$ cat config.mk
export PLATFORM = sky130hd
export DESIGN_NAME = dgg_top
export DESIGN_NICKNAME = d
export VERILOG_FILES = /design/src/rtl/dgg_pkg.sv /design/src/rtl/dgg_trig_sync.sv /design/src/rtl/dgg_regs.sv /design/src/rtl/dgg_channel.sv /design/src/rtl/dgg_top.sv
export SDC_FILE = /design/constraint.sdc
export NUM_CORES = 2
export LEC_CHECK = 0
export ABC_AREA = 0
export ABC_CLOCK_PERIOD_IN_PS = 6740
export BUFFER_PORTS_ARGS = -buffer_cell sky130_fd_sc_hd__clkbuf_2
export CAP_MARGIN = 25
export CORE_MARGIN = 3
export CORE_UTILIZATION = 68
export DETAILED_ROUTE_END_ITERATION = 6
export PLACE_DENSITY = 0.85
export SLEW_MARGIN = 0
export SYNTH_ARGS = -nofsm -noshare
export SYNTH_HDL_FRONTEND = slang
export SYNTH_SLANG_ARGS = --single-unit
$ cat constraint.sdc
create_clock -name clk -period 6.74 [get_ports clk]
set_clock_uncertainty 0.15 [all_clocks]
set_input_delay 1.685 -clock clk [delete_from_list [all_inputs] [get_ports clk]]
set_output_delay 1.685 -clock clk [all_outputs]
set_load 0.01 [all_outputs]
$ cat src/rtl/dgg_pkg.sv
package dgg_pkg;

    typedef enum logic [1:0] {
        CH_IDLE  = 2'd0,
        CH_WAIT  = 2'd1,
        CH_PULSE = 2'd2
    } ch_state_e;

endpackage

$ cat src/rtl/dgg_trig_sync.sv
module dgg_trig_sync #(
    parameter int NCH = 8
) (
    input  logic           clk,
    input  logic           rst,
    input  logic [NCH-1:0] pin_i,
    output logic [NCH-1:0] rise_o
);
    logic [NCH-1:0] meta_q;
    logic [NCH-1:0] level_q;
    logic [NCH-1:0] prev_q;

    always_ff @(posedge clk) begin
        if (rst) begin
            meta_q  <= '0;
            level_q <= '0;
            prev_q  <= '0;
        end else begin
            meta_q  <= pin_i;
            level_q <= meta_q;
            prev_q  <= level_q;
        end
    end

    // Rising edge: synchronised level high, one-cycle-old copy low.
    assign rise_o = level_q & ~prev_q;
endmodule

$ cat src/rtl/dgg_regs.sv
module dgg_regs #(
    parameter int NCH    = 8,
    parameter int CNT_W  = 32,
    parameter int ADDR_W = 4
) (
    input  logic                       clk,
    input  logic                       rst,
    input  logic                       wr_en,
    input  logic [ADDR_W-1:0]          wr_addr,
    input  logic [CNT_W-1:0]           wr_data,
    output logic [NCH-1:0][CNT_W-1:0]  dly_o,
    output logic [NCH-1:0][CNT_W-1:0]  wid_o
);
    for (genvar ch = 0; ch < NCH; ch++) begin : g_reg
        localparam logic [ADDR_W-1:0] DLY_ADDR = ADDR_W'(2 * ch);
        localparam logic [ADDR_W-1:0] WID_ADDR = ADDR_W'(2 * ch + 1);

        always_ff @(posedge clk) begin
            if (rst) begin
                dly_o[ch] <= '0;
                wid_o[ch] <= '0;
            end else if (wr_en) begin
                if (wr_addr == DLY_ADDR) dly_o[ch] <= wr_data;
                if (wr_addr == WID_ADDR) wid_o[ch] <= wr_data;
            end
        end
    end
endmodule

$ cat src/rtl/dgg_channel.sv
module dgg_channel
    import dgg_pkg::*;
#(
    parameter int CNT_W = 32
) (
    input  logic             clk,
    input  logic             rst,
    input  logic             fire_i,
    input  logic [CNT_W-1:0] dly_cfg_i,
    input  logic [CNT_W-1:0] wid_cfg_i,
    output logic             gate_o,
    output logic             busy_o
);
    localparam logic [CNT_W-1:0] ONE = CNT_W'(1);

    ch_state_e        state_q, state_n;
    logic [CNT_W-1:0] cnt_q, cnt_n;
    logic [CNT_W-1:0] dly_q, dly_n;
    logic [CNT_W-1:0] wid_q, wid_n;

    // Next-state and counter logic
    always_comb begin
        state_n = state_q;
        cnt_n   = cnt_q;
        dly_n   = dly_q;
        wid_n   = wid_q;
        unique case (state_q)
            CH_IDLE: begin
                if (fire_i) begin
                    dly_n = dly_cfg_i;
                    wid_n = wid_cfg_i;
                    if (dly_cfg_i != '0) begin
                        state_n = CH_WAIT;
                        cnt_n   = ONE;
                    end else if (wid_cfg_i != '0) begin
                        state_n = CH_PULSE;
                        cnt_n   = ONE;
                    end
                end
            end
            CH_WAIT: begin
                if (cnt_q == dly_q) begin
                    if (wid_q != '0) begin
                        state_n = CH_PULSE;
                        cnt_n   = ONE;
                    end else begin
                        state_n = CH_IDLE;
                        cnt_n   = '0;
                    end
                end else begin
                    cnt_n = cnt_q + ONE;
                end
            end
            CH_PULSE: begin
                if (cnt_q == wid_q) begin
                    state_n = CH_IDLE;
                    cnt_n   = '0;
                end else begin
                    cnt_n = cnt_q + ONE;
                end
            end
            default: begin
                state_n = CH_IDLE;
                cnt_n   = '0;
            end
        endcase
    end

    // State register
    always_ff @(posedge clk) begin
        if (rst) begin
            state_q <= CH_IDLE;
            cnt_q   <= '0;
            dly_q   <= '0;
            wid_q   <= '0;
        end else begin
            state_q <= state_n;
            cnt_q   <= cnt_n;
            dly_q   <= dly_n;
            wid_q   <= wid_n;
        end
    end

    // Outputs
    always_comb begin
        gate_o = (state_q == CH_PULSE);
        busy_o = (state_q != CH_IDLE);
    end
endmodule

$ cat src/rtl/dgg_top.sv
module dgg_top #(
    parameter int NCH    = 8,
    parameter int CNT_W  = 32,
    parameter int ADDR_W = $clog2(2 * NCH)
) (
    input  logic              clk,
    input  logic              rst,
    input  logic              wr_en,
    input  logic [ADDR_W-1:0] wr_addr,
    input  logic [CNT_W-1:0]  wr_data,
    input  logic [NCH-1:0]    trig_i,
    output logic [NCH-1:0]    gate_o
);
    logic [NCH-1:0]            fire_w;
    logic [NCH-1:0]            busy_w;
    logic [NCH-1:0][CNT_W-1:0] dly_w;
    logic [NCH-1:0][CNT_W-1:0] wid_w;

    dgg_trig_sync #(.NCH(NCH)) u_sync (
        .clk    (clk),
        .rst    (rst),
        .pin_i  (trig_i),
        .rise_o (fire_w)
    );

    dgg_regs #(.NCH(NCH), .CNT_W(CNT_W), .ADDR_W(ADDR_W)) u_regs (
        .clk     (clk),
        .rst     (rst),
        .wr_en   (wr_en),
        .wr_addr (wr_addr),
        .wr_data (wr_data),
        .dly_o   (dly_w),
        .wid_o   (wid_w)
    );

    for (genvar ch = 0; ch < NCH; ch++) begin : g_ch
        dgg_channel #(.CNT_W(CNT_W)) u_ch (
            .clk       (clk),
            .rst       (rst),
            .fire_i    (fire_w[ch]),
            .dly_cfg_i (dly_w[ch]),
            .wid_cfg_i (wid_w[ch]),
            .gate_o    (gate_o[ch]),
            .busy_o    (busy_w[ch])
        );
    end
endmodule

==> metrics.cfg <==
[route]
top_layer=met5
wl_met1_mm=65.8
via_per_inst=6.36
wl_met3_mm=22.6
ant_nets=0
route.met2.wl_mm=75.9
drc=0
drt_iter0_drc=6548
routed_wl_mm=174
dr.pass1.iters=7
wire_per_inst_um=21.4
dr_total_vias=51700

[synth]
syn_inst=7280
synthTopCellsByArea=dfxtp_1, nand2_1, a21oi_1, xor2_1, xnor2_1
ys_types=67
synth_fa_ha_area_share_pct=0.176
synthArstFlopShare_pct=0
dominantRegCellSynth=dfxtp_1
synthMuxAreaShare_pct=0
ys.warnings.count=0
avgSynthCellArea_um2=7.79
synth_commonest_cells=nand2_1, dfxtp_1, a21oi_1
synth-xor-area-share_pct=10.6
post-synth-top-count-cell=nand2_1
synth_top_family_by_area=simple AND/OR/NAND/NOR gates
synth.top_cell.area_share_pct=46.6
syn_nets=7335
yosysTopAreaCell=dfxtp_1
synthesis.area_mm2=0.0567
seq_area_frac_synth_pct=46.6
synth-compound-area-share_pct=12.0
synth-seq-cells=1320
synth_simple_gate_area_share_pct=26.2
synth_edf_count=0

[pwr]
power_density_mw_per_mm2=269
ir_drop_v=0.000241
power_leakage_nw=22.3

[run_status]
outcome=complete, no violations

[timing]
max_freq_mhz=277
fin_crit_sh_pct=53.5
slew_headroom_pct=15.4
finalHoldViolations=0
setup_tns_ps=0
report.final.slew_viol_count=0
final-setup-viol-count=0
layout_setup_ws_ps=3130
period_needed_ps=3610
worst_slew_pin_slew_ps=1270
rsz0062_at_grt=false
fin_hold_ws_ps=292

[cells_and_area]
layout-drive-gt1-share_pct=5.84
nFillCells=5929
multi_input_area_mm2=0.0279
synthToLayoutAreaGrowth_pct=8.79
ff_latch_area_mm2=0.0264
stdcell_count=8129
nets=7003

[floorplan]
row_count=105
dieArea_mm2=0.0869
initial_core_util_pct=68.9
die_w_um=295
core_mm2=0.0824
io_pins=55
die_h_um=295

[clock_tree]
clockRootBuffer=clkbuf_16
clock_path_buffers=3
cts_made_buffers=131
cts_hold_buf=0
ctsResizeCount=0
clk_pin_slew_ps=60
cts.sinks=1320
cts.htree.levels=4
tritoncts=built
post-cts-setup-buffers=0
clock_latency_ps=720

[place]
gp_congestion=0.987
place_inst=7878
place_hpwl_mm=109
io_buffers=54
pre_cts_slack_ps=2750

[run]
cap_violations=0

[global_routing]
grt_pass1_wl_mm=266
grt_max_degree=239
grt_use_total_pct=38.9
grt_overflow=0
antenna_found_initial=5
grt_pass1_vias=47600

[critical_path]
critPathLaunchType=flop
cp-end-kind=output port
cp_slowest_cell=dfxtp_1
cp_data_arrival_time_ps=1770
crit_buf_inv=1
cp_top_family=flip-flops
cp.required_ps=4910
crit_type=reg -> out
crit_fanout=7
slowest_delay_ps=470
path_cells=nor2b_1 > clkbuf_2

[hold_path]
hold_class=reg -> reg

==> cells in the final DEF (no fill, tap or decap), drive strengths merged, types with 102 or more instances in the layout <==
| cell | synthesis | layout |
|---|---|---|
| xor2 | 450 | 450 |
| nand3 | 102 | 102 |
| nand2 | 2219 | 2219 |
| nand4 | 211 | 211 |
| clkbuf | 504 | 243 |
| dfxtp | 1320 | 1320 |
| nor2 | 232 | 232 |
| a21oi | 1101 | 1101 |
| xnor2 | 238 | 238 |
| nor4 | 311 | 311 |
==> registers in the layout (all words and copies together), names as in the netlist <==
signal,flops
g_ch.u_ch.cnt_q,256
g_ch.u_ch.dly_q,256
g_ch.u_ch.wid_q,256
u_regs.dly_o,256
u_regs.wid_o,256
g_ch.u_ch.state_q,16
u_sync.level_q,8
u_sync.meta_q,8
u_sync.prev_q,8
==> report_power, final <==
part	internal [W]	switching, W
combinational	0.000203	0.000710
clock	0.00466	0.00308
sequential	0.00786	0.0000767
==> layout make-up <==
class	instances	share of cell area (%)
clock buffer	190	6.42
inverter	23	0.140
antenna	7	0.0284
clock inverter	47	1.03
multi-input combinational	5340	45.3
sequential	1320	42.8
tap	1070	2.17
timing repair buffer	132	2.14
==> per-stage QoR <==
step	instance area, um^2	util, %	total power (W)
6_report	61700	74.9	0.0166
5_1_grt	61700	74.9	0.0170
4_1_cts	61500	74.7	0.0166
3_5_place_dp	56900	69.1	0.00897
3_3_place_gp	56500	68.6	0.00894
2_1_floorplan	56700	-	0.00866
==> per-layer routing <==
layer | up-vias | GRT usage, %
met2 | 3015 | 58.8
met4 | 6 | 20.5
li1 | 23800 | -
met5 | - | 0
met1 | 24300 | 51.9
met3 | 659 | 8.88
==> kinds of logic (layout without fill, tap and decap cells) <==
family                     after synthesis  count (layout)
buffers and inverters                  620             392
DFF                                   1320            1320
other                                    0               7
xor gates and xnor gates               688             688
and+or+nand+nor                       3368            3368
adders and majority gates                8               8
AOI/OAI and AO/OA                     1276            1276
==> worst paths after layout <==
path | from | to | slack [ps] | cells after the start
worst max register to register | g_ch[7].u_ch.cnt_q[9] | g_ch[7].u_ch.cnt_q[12] | 3480 | 7
worst min register to register | u_sync.meta_q[6] | u_sync.level_q[6] | 290 | 1
worst min-delay path | u_sync.meta_q[6] | u_sync.level_q[6] | 290 | 1
worst max-delay path | g_ch[0].u_ch.state_q[1] | gate_o[0] | 3130 | 2
(Power assumes the default switching activity.)
